## src/rtl/vend_pkg.sv

```systemverilog
package vend_pkg;

  localparam int unsigned CREDIT_MAX  = 100;
  localparam int unsigned COIN_SMALL  = 5;
  localparam int unsigned COIN_MID    = 10;
  localparam int unsigned COIN_LARGE  = 50;
  localparam int unsigned REFUND_STEP = 5;
  localparam int unsigned N_DRINKS    = 4;
  localparam int unsigned CREDIT_W    = $clog2(CREDIT_MAX + 1);
  localparam int unsigned N_DIGITS    = 3;

  typedef logic [CREDIT_W-1:0] credit_t;

  typedef enum logic {
    MODE_IDLE   = 1'b0,
    MODE_REFUND = 1'b1
  } mode_e;

  // Price per drink index; the index order is fixed by the flag outputs.
  function automatic credit_t drink_price(input int unsigned idx);
    case (idx)
      3:       return credit_t'(75);
      2:       return credit_t'(50);
      1:       return credit_t'(30);
      default: return credit_t'(25);
    endcase
  endfunction

endpackage

```

## src/rtl/vend_tick_div.sv

```systemverilog
module vend_tick_div #(
  parameter int unsigned DIV = 8
) (
  input  logic clk,
  input  logic rst_n,
  input  logic clr,
  output logic tick
);
  localparam int unsigned CW = (DIV > 2) ? $clog2(DIV) : 1;
  localparam logic [CW-1:0] LAST = CW'(DIV - 1);

  logic [CW-1:0] cnt_q, cnt_d;

  assign tick = !clr && (cnt_q == LAST);

  always_comb begin
    if (clr || cnt_q == LAST) cnt_d = '0;
    else                      cnt_d = cnt_q + 1'b1;
  end

  always_ff @(posedge clk or negedge rst_n) begin
    if (!rst_n) cnt_q <= '0;
    else        cnt_q <= cnt_d;
  end
endmodule

```

## src/rtl/vend_credit_core.sv

```systemverilog
module vend_credit_core
  import vend_pkg::*;
(
  input  logic                clk,
  input  logic                rst_n,
  input  logic                coin5_i,
  input  logic                coin10_i,
  input  logic                coin50_i,
  input  logic                cancel_i,
  input  logic [N_DRINKS-1:0] sel_i,
  input  logic                tick_i,
  output credit_t             credit_o,
  output logic                refunding_o
);
  localparam int unsigned SUM_W = CREDIT_W + 1;

  mode_e       mode_q, mode_d;
  credit_t     credit_q, credit_d;
  logic        credit_en;
  logic [SUM_W-1:0] coin_sum;
  credit_t     pick_price;

  // Highest-numbered asserted selection wins.
  always_comb begin
    pick_price = '0;
    for (int i = 0; i < N_DRINKS; i++) begin
      if (sel_i[i]) pick_price = drink_price(i);
    end
  end

  always_comb begin
    coin_sum = {1'b0, credit_q}
             + (coin5_i  ? SUM_W'(COIN_SMALL) : '0)
             + (coin10_i ? SUM_W'(COIN_MID)   : '0)
             + (coin50_i ? SUM_W'(COIN_LARGE) : '0);
  end

  always_comb begin
    mode_d   = mode_q;
    credit_d = credit_q;
    case (mode_q)
      MODE_IDLE: begin
        if (cancel_i) begin
          if (credit_q != '0) mode_d = MODE_REFUND;
        end else if (|sel_i) begin
          if (pick_price <= credit_q) begin
            credit_d = credit_q - pick_price;
            if (credit_q != pick_price) mode_d = MODE_REFUND;
          end
        end else if (coin_sum > SUM_W'(CREDIT_MAX)) begin
          credit_d = credit_t'(CREDIT_MAX);
        end else begin
          credit_d = coin_sum[CREDIT_W-1:0];
        end
      end
      default: begin
        if (tick_i) begin
          if (credit_q <= credit_t'(REFUND_STEP)) begin
            credit_d = '0;
            mode_d   = MODE_IDLE;
          end else begin
            credit_d = credit_q - credit_t'(REFUND_STEP);
          end
        end
      end
    endcase
  end

  assign credit_en = (credit_d != credit_q);

  always_ff @(posedge clk or negedge rst_n) begin
    if (!rst_n) begin
      mode_q   <= MODE_IDLE;
      credit_q <= '0;
    end else begin
      mode_q <= mode_d;
      if (credit_en) credit_q <= credit_d;
    end
  end

  assign credit_o    = credit_q;
  assign refunding_o = (mode_q == MODE_REFUND);
endmodule

```

## src/rtl/vend_digits.sv

```systemverilog
module vend_digits
  import vend_pkg::*;
(
  input  credit_t                credit_i,
  output logic [4*N_DIGITS-1:0]  digit_o,
  output logic [N_DIGITS-1:0]    blank_o
);
  logic    hund;
  credit_t rest;
  logic [3:0] tens, ones;

  always_comb begin
    hund = (credit_i >= credit_t'(100));
    rest = credit_i - (hund ? credit_t'(100) : '0);
    tens = 4'(rest / credit_t'(10));
    ones = 4'(rest % credit_t'(10));
    digit_o = {3'b000, hund, tens, ones};
    blank_o = {!hund, (!hund && tens == 4'd0), 1'b0};
  end
endmodule

```

## src/rtl/vend_credit_ctrl.sv

```systemverilog
module vend_credit_ctrl
  import vend_pkg::*;
#(
  parameter int unsigned TICK_DIV = 125_000_000
) (
  input  logic        clk,
  input  logic        rst_n,
  input  logic        coin5_i,
  input  logic        coin10_i,
  input  logic        coin50_i,
  input  logic        cancel_i,
  input  logic [3:0]  sel_i,
  output logic [3:0]  afford_o,
  output logic [11:0] digit_o,
  output logic [2:0]  blank_o
);
  logic [1:0] rst_sync_q;
  logic       rst_int_n;
  logic       tick;
  logic       refunding;
  credit_t    credit_q;

  // Asynchronous assertion, synchronous release.
  always_ff @(posedge clk or negedge rst_n) begin
    if (!rst_n) rst_sync_q <= 2'b00;
    else        rst_sync_q <= {rst_sync_q[0], 1'b1};
  end
  assign rst_int_n = rst_sync_q[1];

  vend_tick_div #(.DIV(TICK_DIV)) u_tick (
    .clk   (clk),
    .rst_n (rst_int_n),
    .clr   (!refunding),
    .tick  (tick)
  );

  vend_credit_core u_core (
    .clk         (clk),
    .rst_n       (rst_int_n),
    .coin5_i     (coin5_i),
    .coin10_i    (coin10_i),
    .coin50_i    (coin50_i),
    .cancel_i    (cancel_i),
    .sel_i       (sel_i),
    .tick_i      (tick),
    .credit_o    (credit_q),
    .refunding_o (refunding)
  );

  for (genvar g = 0; g < N_DRINKS; g++) begin : g_afford
    assign afford_o[g] = (credit_q >= drink_price(g));
  end

  vend_digits u_digits (
    .credit_i (credit_q),
    .digit_o  (digit_o),
    .blank_o  (blank_o)
  );
endmodule

```

## config.mk

```make
export PLATFORM = sky130hd
export DESIGN_NAME = vend_credit_ctrl
export DESIGN_NICKNAME = d
export VERILOG_FILES = /design/src/rtl/vend_pkg.sv /design/src/rtl/vend_tick_div.sv /design/src/rtl/vend_credit_core.sv /design/src/rtl/vend_digits.sv /design/src/rtl/vend_credit_ctrl.sv
export SDC_FILE = /design/constraint.sdc
export NUM_CORES = 1
export LEC_CHECK = 0
export BUFFER_PORTS_ARGS = -buffer_cell sky130_fd_sc_hd__buf_2
export CAP_MARGIN = 20
export CORE_MARGIN = 5
export CORE_UTILIZATION = 55
export CTS_CLUSTER_DIAMETER = 100
export DETAILED_ROUTE_END_ITERATION = 8
export GPL_TIMING_DRIVEN = 0
export PLACE_DENSITY = 0.74
export SYNTH_ARGS = -nofsm -noshare
export SYNTH_HDL_FRONTEND = slang
export SYNTH_SLANG_ARGS = --single-unit
```

## constraint.sdc

```tcl
create_clock -name clk -period 4.5 [get_ports clk]
set_clock_uncertainty 0.05 [all_clocks]
set_input_delay 0.225 -clock clk [delete_from_list [all_inputs] [get_ports clk]]
set_output_delay 0.225 -clock clk [all_outputs]
set_load 0.05 [all_outputs]
```

# After elaboration in Yosys (flattened, before gate mapping)
# Cells that the tools add are included.
totals:
  reg_bits: 37
  in_bits: 10
  out_inout_bits: 19
  wordCells: 56
op_classes:
  add_sub_neg: 7
  div: 2
  magnitude_cmp: 8
  n_eq_ne: 3
  muxes: 24
  reduce_logical: 8
ops:
  columns: ["cell", "n"]
  rows:
  - ["7-bit 2-to-1 mux", 11]
  - ["27-bit by 1-bit adder with 27-bit output (second input constant)", 1]
  - ["27-bit equality test (second input constant)", 1]
  - ["27-bit 2-to-1 mux", 1]
  - ["8-bit adder", 2]
  - ["7-bit by 5-bit >= comparator with 1-bit output (second input constant)", 2]
  - ["7-bit >= comparator (second input constant)", 2]
  - ["7-bit != test", 2]
  - ["7-bit subtractor", 2]
  - ["7-bit by 8-bit adder with 8-bit output", 1]
  - ["8-bit by 7-bit > comparator with 1-bit output (second input constant)", 1]
  - ["1-bit 2-to-1 mux", 8]
  - ["7-bit by 4-bit divider with 7-bit output (second input constant)", 1]
  - ["7-bit by 6-bit >= comparator with 1-bit output (second input constant)", 1]
  - ["7-bit by 3-bit less-or-equal comparator with 1-bit output (second input constant)", 1]
  - ["7-bit less-or-equal comparator", 1]
  - ["7-bit by 4-bit remainder unit with 7-bit output (second input constant)", 1]
  - ["7-bit nonzero test", 1]
  - ["7-bit by 3-bit subtractor with 7-bit output (second input constant)", 1]
  - ["6-bit 2-to-1 mux", 1]
  - ["5-bit 2-to-1 mux", 1]
  - ["4-bit logical NOT", 1]
  - ["4-bit 2-to-1 mux", 1]
  - ["4-bit OR reduction", 1]
  - ["4 further kinds", 6]

# Depth between registers and ports, before layout
# Gate-level depths: netlist of run 1.
logic_depth:
  word_depth: 10
  mapped_depth: 25
  mapped_depth_nobuf: 23

# Cells and area by module
# A second synthesis of run 1 with hierarchy kept.
hier_totals:
  hier_cells: 456
  hier_area_um2: 3821.2
modules_own_cells:
  columns: ["module", "instances", "cells_per_inst", "area_each_um2", "seq_area_each_um2"]
  rows:
  - ["vend_tick_div", 1, 160, 1521.5, 675.6]
  - ["vend_credit_core", 1, 197, 1511.4, 200.2]
  - ["vend_digits", 1, 85, 669.4, 0.0]
  - ["vend_credit_ctrl", 1, 14, 118.9, 50.0]

# Least setup slack after synthesis of run 1
# No wires, ideal clock.
synth_timing:
  kind: "reg2out"
  start: "register u_core.credit_q[4] (netlist: u_core.credit_o[4])"
  end: "output port blank_o[1]"
  t_arrival_ns: 5.624
  required_ns: 4.225
  setup_slack_ns: -1.399
  stages_incl_launch_ff: 24
  path_buffers: 3
  path_cell_list: "dfrtp_1 -> buf_6 -> o31ai_4 -> or2_2 -> ha_1 -> buf_2 -> or3_1 -> a32oi_1 -> a2bb2oi_2 -> inv_1 -> ha_1 -> a21oi_1 -> a21oi_1 -> a211o_4 -> buf_6 -> nand2b_4 -> nand2_1 -> nor3_1 -> a21oi_1 -> ha_1 -> inv_1 -> a211oi_2 -> o21bai_2 -> nor4_2"
synth_between:
  word_cells_on_any_way: 7
  cone_classes: "add/sub (1); div (1); order compare (1); mux (1); reduce/logical (3)"
synth_rtl:
  columns: ["element", "line_no", "rtl"]
  rows:
  - ["from (decl)", "vend_credit_core.sv:18", "credit_t credit_q, credit_d;"]
  - ["from (signal assigned)", "vend_credit_core.sv:77", "if (credit_en) credit_q <= credit_d;"]
  - ["7-bit >= comparator", "vend_digits.sv:13", "hund = (credit_i >= credit_t'(100));"]
  - ["1-bit logical NOT", null, null]
  - ["via blank_o[2]", "vend_credit_ctrl.sv:15", "output logic [2:0] blank_o"]
  - ["1-bit logical AND", "vend_digits.sv:18", "blank_o = {!hund, (!hund && tens == 4'd0), 1'b0};"]
  - ["to (decl)", "vend_credit_ctrl.sv:15", null]
# The timed path passes the listed nets, and every way through them passes these cells.

# Final worst setup path of run 1
layout_timing:
  start: "register u_core.credit_q[2] (netlist: u_core.credit_o[2])"
  end: "output port blank_o[1]"
layout_between:
  elab_chain_len: 6
  word_cells_on_any_way: 7
  cone_classes: "add/sub (1); div (1); order compare (1); mux (1); reduce/logical (3)"
layout_lines:
  columns: ["element", "line_no", "rtl"]
  rows:
  - ["7-bit >= comparator", "vend_digits.sv:13", null]
  - ["7-bit 2-to-1 mux", "vend_digits.sv:14", "rest = credit_i - (hund ? credit_t'(100) : '0);"]
  - ["7-bit subtractor", "vend_digits.sv:14", null]
  - ["7-bit by 4-bit divider with 7-bit output", "vend_digits.sv:15", "tens = 4'(rest / credit_t'(10));"]
  - ["4-bit logical NOT", "vend_digits.sv:18", null]
  - ["1-bit logical AND (*)", "vend_digits.sv:18", null]
# Mark *: on every way between the ends. The rest lies on a longest branch, timed or not.

==> results of run 1 <==
cells by family (layout without fill, tap and decap cells):
family,count (synthesis),after routing,synth area share
muxes,3,3,0.00857
and+or+nand+nor,180,180,0.262
adders and majority gates,33,33,0.124
AOI/OAI and AO/OA,93,93,0.186
buffers and inverters,43,102,0.0603
other,2,5,0.00214
DFF,37,37,0.264
xor gates and xnor gates,37,37,0.0925
metrics by stage:
stage,setup slack (ns),power [mW],cell area [µm²]
after floorplan,-0.863,2.29,3620
after global placement,-0.796,2.64,3840
after detailed placement,-0.864,2.68,3870
after CTS,-0.377,3.33,4190
after global routing,-0.617,3.75,4250
final,-0.390,3.54,4250
cells in the final DEF (no fill, tap or decap), types with 3 or more instances in the layout:
cell type,netlist,layout
or3_1,5,5
a31oi_1,5,5
clkbuf_8,0,6
nand2b_1,7,7
buf_2,4,19
o21ai_1,6,7
a211oi_1,3,3
mux2i_1,3,3
ha_4,0,3
xnor2_1,20,19
nand2_4,1,3
a21oi_1,21,18
dfrtp_2,0,4
buf_4,6,34
nor2_1,56,56
o21ai_0,20,19
clkbuf_1,7,7
nand3_1,20,20
buf_6,3,8
fa_1,3,3
inv_1,21,17
nand2_1,28,27
nor2b_1,11,11
conb_1,2,5
nor3_1,18,16
and3_1,4,4
a21o_1,4,4
inv_2,1,4
a21oi_2,1,3
ha_1,30,26
nor4_1,8,8
o31ai_1,4,4
dfrtp_1,37,33
nand4_1,6,6
xor2_1,17,17
per-layer routing:
metal / vias up / share of wire
met1: 1523 / 0.45
met3: 23 / 0.056
li1: 1631 / -
met5: - / 0
met4: 0 / 0.024
met2: 105 / 0.47
cell type report:
| cell class | count | area, µm² | area share |
|---|---|---|---|
| Sequential cell | 37 | 931 | 0.219 |
| Timing Repair Buffer | 57 | 447 | 0.105 |
| Multi-Input combinational cell | 351 | 2510 | 0.590 |
| Tap cell | 77 | 96.3 | 0.0227 |
| Clock inverter | 1 | 7.51 | 0.00177 |
| Clock buffer | 6 | 82.6 | 0.0194 |
| Inverter | 23 | 88.8 | 0.0209 |
| Buffer | 15 | 87.6 | 0.0206 |
report_power, final:
group	total [mW]	switching [mW]	leakage [nW]	internal, mW
clock network	0.232	0.111	0.0433	0.121
logic	2.86	1.62	1.36	1.24
registers	0.448	0.0651	0.474	0.383
total	3.54	1.79	1.88	1.74
synth_stat cells (2+ instances only):
cell	number
o21ai_0	20
buf_4	6
o31ai_1	4
nand2b_1	7
a21o_1	4
dfrtp_1	37
and2_1	2
nand2_1	28
and3_1	4
xnor2_1	20
nor2b_1	11
inv_1	21
nand4_1	6
mux2i_1	3
a211oi_1	3
ha_1	30
o22ai_1	2
o21a_1	2
conb_1	2
fa_1	3
xor2_1	17
or3_1	5
buf_2	4
buf_6	3
nor4_1	8
o21ai_1	6
clkbuf_1	7
a21oi_1	21
nor3_1	18
nand3_1	20
a31oi_1	5
nor2_1	56
flip-flops by register name (all words and copies together), names as in the netlist:
name	cells
rst_sync_q	2
u_core.credit_o	7
u_tick.cnt_q	27
u_core.refunding_o	1
what timing repair did:
item / in CTS / in global routing
hold buffers: 1 / 0
setup endpoints to repair: 6 / 6
gates resized for setup: 26 / 8
setup buffers: 27 / 8
hold endpoints to repair: 2 / 0
pin swaps: 14 / 13
worst max path at each step:
stage | to | depth (start not counted) | start
finish | blank_o[1] | 21 | u_core.credit_o[2]$_DFFE_PN0P_
CTS | blank_o[1] | 23 | u_core.credit_o[4]$_DFFE_PN0P_
global route | blank_o[1] | 21 | u_core.credit_o[2]$_DFFE_PN0P_
floorplan | blank_o[1] | 23 | u_core.credit_o[2]$_DFFE_PN0P_
detailed placement | blank_o[1] | 26 | u_core.credit_o[2]$_DFFE_PN0P_
global placement | blank_o[1] | 24 | u_core.credit_o[2]$_DFFE_PN0P_
==> out/qor.yml, run 1 <==
status: "finished, violations left"
failed_checks: "setup timing"
post-route-util: 0.677
antenna_found_initial: 0
first_pass_iters: 7
powerDensity_nw_per_um2: 833
core_um2: 6280
cts_tree: "done"
slew_headroom: 0.393
dieHeight_um: 89.8
setup_viol: 5
ys_ff_latch: 37
cp_slowest_cell: "dfrtp_2"
grt.overflow.total: 0
rsz0062_at_grt: "yes"
initial_core_util: 0.558
start_kind: "flip-flop"
tns_ns: -1.50
num_vias: 3282
routedWlPerCell_um: 15.0
grt.busiest_layer: "met2"
drc_errors: 0
ff2ff_path_depth: 13
tightest_slew_ns: 0.902
area_growth_pct: 21.2
cp.required_ns: 4.22
ir_worst_vdd_mv: 1.08
use_met1: 0.278
place_congestion: 0.865
seq_area_frac_synth: 0.264
yosysTopAreaCell: "dfrtp_1"
clock_sinks: 37
grt_pass1_wl_um: 14100
crit_buf_inv: 3
die_x_um: 89.8
htreeDepth: 2
clockBufferDepth: 2
arrival_ns: 4.61
grt_pass1_vias: 3064
ys_warn_count: 0
port_buffers: 24
async_reset_ff_frac: 1.00
ys_types: 75
drv_cap: 0
crit_chain: "o31ai_4, or2_4, ha_4, or3_1, a32oi_1, a2bb2oi_2, inv_2, ha_4, a21oi_4, a21oi_2, a211o_4, nand2b_4, nand2_4, nor3_2, a21oi_2, ha_2, inv_2, a211oi_4, o21bai_4, nor4_4, buf_6"
num_rows: 29
drtIter0Drc: 259
cpLargestDelayFamily: "compound AO/OA/AOI/OAI gates"
synth-edff-count: 0
path_max_fanout: 6
r2r-start: "u_core.credit_o[1]$_DFFE_PN0P_"
dp_hpwl_um: 6250
syn_area_um2: 3500
setup_ws_ns: -0.390
avgViaCountPerCell: 5.79
drtAntennaViolNets: 0
final_layout_size_suffix_gt1_frac: 0.229
syn-instance-count: 428
period_share: 1.09
hold_class: "primary input to asynchronous set/reset pin"
grt_max_degree: 21
worst-setup-path-type: "flip-flop to primary output"
cts_root_buffer: "clkbuf_8"
crit-reg2reg-capture: "u_core.credit_o[2]$_DFFE_PN0P_"
crit_path_end_kind: "primary output"
nFillCells: 527
finalMaxSlewViolations: 0
antenna_cells: 0
final_cells: 567
finalNetCount: 533
reg2reg_slack_ns: 1.03
synth.area.top_cells: "dfrtp_1, ha_1, nor2_1"
grt.total_usage: 0.203
cts_made_buffers: 5
synth_top_area_share: 0.264
cts.clk_slew.worst_paths_ns: 0.07
syn_area_per_cell_um2: 8.19
clk_latency_ns: 0.29
slowest_delay_ns: 0.43
grtUsageMet2: 0.318
timing.fmax_mhz: 205
gr-usage-met3: 0.0401
ys.flop_type: "dfrtp_1"
hold_ws_ns: 0.197
die_area_um2: 8070
dp.cells: 533
drt-total-wl_um: 8480
power_leakage_nw: 1.88
hold_viol: 0
io_pins: 29
layout_min_cycle_time_ns: 4.89
No activity file was read; power rests on OpenSTA's default activity.
==> run 2, diff against run 1 <==
Settings changed: CELL_PAD_IN_SITES_DETAIL_PLACEMENT from default to 0, CELL_PAD_IN_SITES_GLOBAL_PLACEMENT from default to 1, CORE_UTILIZATION 55 to 42, PLACE_DENSITY 0.74 to 0.75.
==> run 2 against run 1 <==
  * The run still ends with setup timing left
  * Cell area rose by 1.9%
  * Register-to-register slack worse by 0.03 ns
  * Die area grew 27%
  * Critical endpoint is now digit_o[1]
  * Global-route usage decreased by 2.4 points
  * Flip-flop and latch count did not move
  * Critical path depth unchanged
  * Total power up 1.0%
  * Final cell count grew 4.9%
  * Setup slack better by 0.068 ns
  * First-iteration DRC count shrank 40%
  * Wire length is 6.5% higher
==> out/qor.yml, run 2 (same netlist as run 1, synthesis figures left out) <==
cpLargestDelayFamily: "compound AO/OA/AOI/OAI gates"
clk_latency_ns: 0.28  # about the same
failed_checks: "setup timing"
num_rows: 33  # +14%
final_common_cell: "nor2_1"
finalMaxSlewViolations: 0  # unchanged
grt.total_usage: 0.179  # -0.0242
avgViaCountPerCell: 5.47  # -5.5%
setup_ws_ns: -0.321  # +0.0681 ns
worst-setup-path-type: "flip-flop to primary output"
layout_min_cycle_time_ns: 4.82  # -0.0681 ns
crit_path_end_kind: "primary output"
seqCellArea_um2: 932  # +0.13%
htreeDepth: 2  # unchanged
hold_class: "primary input to asynchronous set/reset pin"
die_x_um: 101  # +13%
dp_slack_ns: -0.900  # -0.0358 ns
final_layout_size_suffix_gt1_frac: 0.239  # +0.0102
finalNetCount: 532  # -0.19%
dieHeight_um: 101  # +13%
dp_hpwl_um: 6640  # +6.3%
regMostFlops: "u_tick.cnt_q"
start_kind: "flip-flop"
nFillCells: 790  # +50%
grt.overflow.total: 0  # unchanged
antenna_cells: 0  # unchanged
drtAntennaViolNets: 0  # unchanged
largest_reg_flops: 27  # unchanged
crit_buf_inv: 4  # +1
final_cells: 595  # +4.9%
cp_slowest_cell: "dfrtp_2"
cp.required_ns: 4.22  # about the same
initial_core_util: 0.429  # -0.130
grt_pass1_wl_um: 15000  # +6.5%
post-route-util: 0.529  # -0.147
hold_viol: 0  # unchanged
port_buffers: 24  # unchanged
slowest_delay_ns: 0.43  # about the same
drv_cap: 0  # unchanged
drt-total-wl_um: 9030  # +6.5%
fin_total_pwr_mw: 3.57  # +1.0%
timing.fmax_mhz: 207  # +1.4%
crit_chain: "o31ai_4, or2_4, ha_4, or3_4, a32oi_2, a2bb2oi_2, inv_2, ha_4, a21oi_4, a21oi_2, a211o_4, a31oi_4, o21ai_2, a21oi_2, ha_2, inv_4, a211oi_4, o21bai_4, buf_12, xnor2_4, buf_6"
status: "finished, violations left"
ir_worst_vdd_mv: 0.478  # -56%
multi_input_area_um2: 2570  # +2.6%
antenna_found_initial: 0  # unchanged
cts.clk_slew.worst_paths_ns: 0.07  # about the same
rsz0062_at_grt: "yes"
powerDensity_nw_per_um2: 826  # -0.85%
path_max_fanout: 4  # -2
layout_common_cells: "nor2_1, buf_4, dfrtp_1"
slew_headroom: 0.370  # -0.0227
period_share: 1.07  # -0.0151
setup_viol: 5  # unchanged
cts_tree: "done"
drtIter0Drc: 156  # -40%
routedWlPerCell_um: 15.2  # +1.5%
first_pass_iters: 4  # -3
cts_made_buffers: 5  # unchanged
grt_pass1_vias: 3126  # +2.0%
die_area_um2: 10300  # +27%
num_vias: 3256  # -0.79%
grt_max_degree: 36  # +71%
clock_sinks: 37  # unchanged
arrival_ns: 4.55  # -0.06 ns
area_growth_pct: 23.5
cts_root_buffer: "clkbuf_8"
place_congestion: 0.874  # +1.1%
drc_errors: 0  # unchanged
power_leakage_nw: 1.88  # about the same
io_pins: 29  # unchanged
dp.cells: 560  # +5.1%
tightest_slew_ns: 0.936  # +0.0338 ns
clockBufferDepth: 2  # unchanged
core_um2: 8180  # +30%
==> run 2: changes by cell type in the layout (fill, tap and decap cells not counted), sizes merged <==
| cell | change |
|---|---|
| clkbuf | +2 |
| buf | -1 |
| clkinv | -1 |
==> run 2: metal layers <==
| metal | share of wire | global-route usage | up-vias |
|---|---|---|---|
| li1 | - | - | 1642 |
| met1 | 0.50 | 0.261 | 1540 |
| met2 | 0.45 | 0.281 | 64 |
| met3 | 0.034 | 0.0220 | 10 |
| met4 | 0.014 | 0.0440 | 0 |
| met5 | 0 | 0 | - |
==> run 2: repair_timing <==
action	in CTS	in global routing
setup endpoints to repair	6	5
endpoints found under the hold margin	2	0
pin swaps	14	5
hold buffers	1	0
gates resized for setup	27	14
buffers inserted	21	10
==> run 2: worst register-to-register path: stages, from the launching register on <==
cell and delay [ns]:
dfrtp_1 0.61, fa_1 0.50, ha_1 0.24, fa_1 0.41, a21o_1 0.20, a21oi_1 0.22, nor2b_1 0.07, o21ai_0 0.16
nand2_1 0.11, a31oi_1 0.25, inv_1 0.06, o21ai_0 0.20, a21oi_1 0.06, a221o_1 0.26
==> run 2: report_power, final <==
group | switching (mW) | total [mW] | internal [mW] | leakage (nW)
registers | 0.0669 | 0.450 | 0.383 | 0.473
logic | 1.64 | 2.89 | 1.25 | 1.36
clock network | 0.111 | 0.236 | 0.125 | 0.0455
==> run 2: area by class of cell <==
type	count	area share
multi-input cells	351	0.594
flip-flops and latches	37	0.215
repair buffers	56	0.0969
well taps	105	0.0304
inverters	23	0.0220
clock buffers	8	0.0208
plain buffers	15	0.0202
==> run 2: metrics by stage <==
stage          setup TNS [ns]  hold slack [ns]  instance area (µm²)
5_1_grt                 -2.09            0.209                 4330
6_report                -1.17            0.207                 4330
3_5_place_dp            -3.10          -0.0372                 3880
3_3_place_gp            -2.77          -0.0393                 3880
2_1_floorplan           -2.52           -0.121                 3620
4_1_cts                -0.956            0.188                 4170
==> run 2: worst paths after layout <==
check | from | to | slack, ns | depth (start not counted)
setup / recovery | u_core.credit_o[4]$_DFFE_PN0P_ | digit_o[1] | -0.32 | 21
max in group asynchronous | rst_sync_q[1]$_DFF_PN0_ | u_core.credit_o[3]$_DFFE_PN0P_ | 3.56 | 0
setup reg to reg | u_core.credit_o[1]$_DFFE_PN0P_ | u_core.credit_o[2]$_DFFE_PN0P_ | 1.00 | 13
hold reg to reg | rst_sync_q[1]$_DFF_PN0_ | u_tick.cnt_q[17]$_DFF_PN0_ | 0.30 | 0
min in group clk | cancel_i | u_core.credit_o[0]$_DFFE_PN0P_ | 0.27 | 3
hold / removal | rst_n | rst_sync_q[1]$_DFF_PN0_ | 0.21 | 2
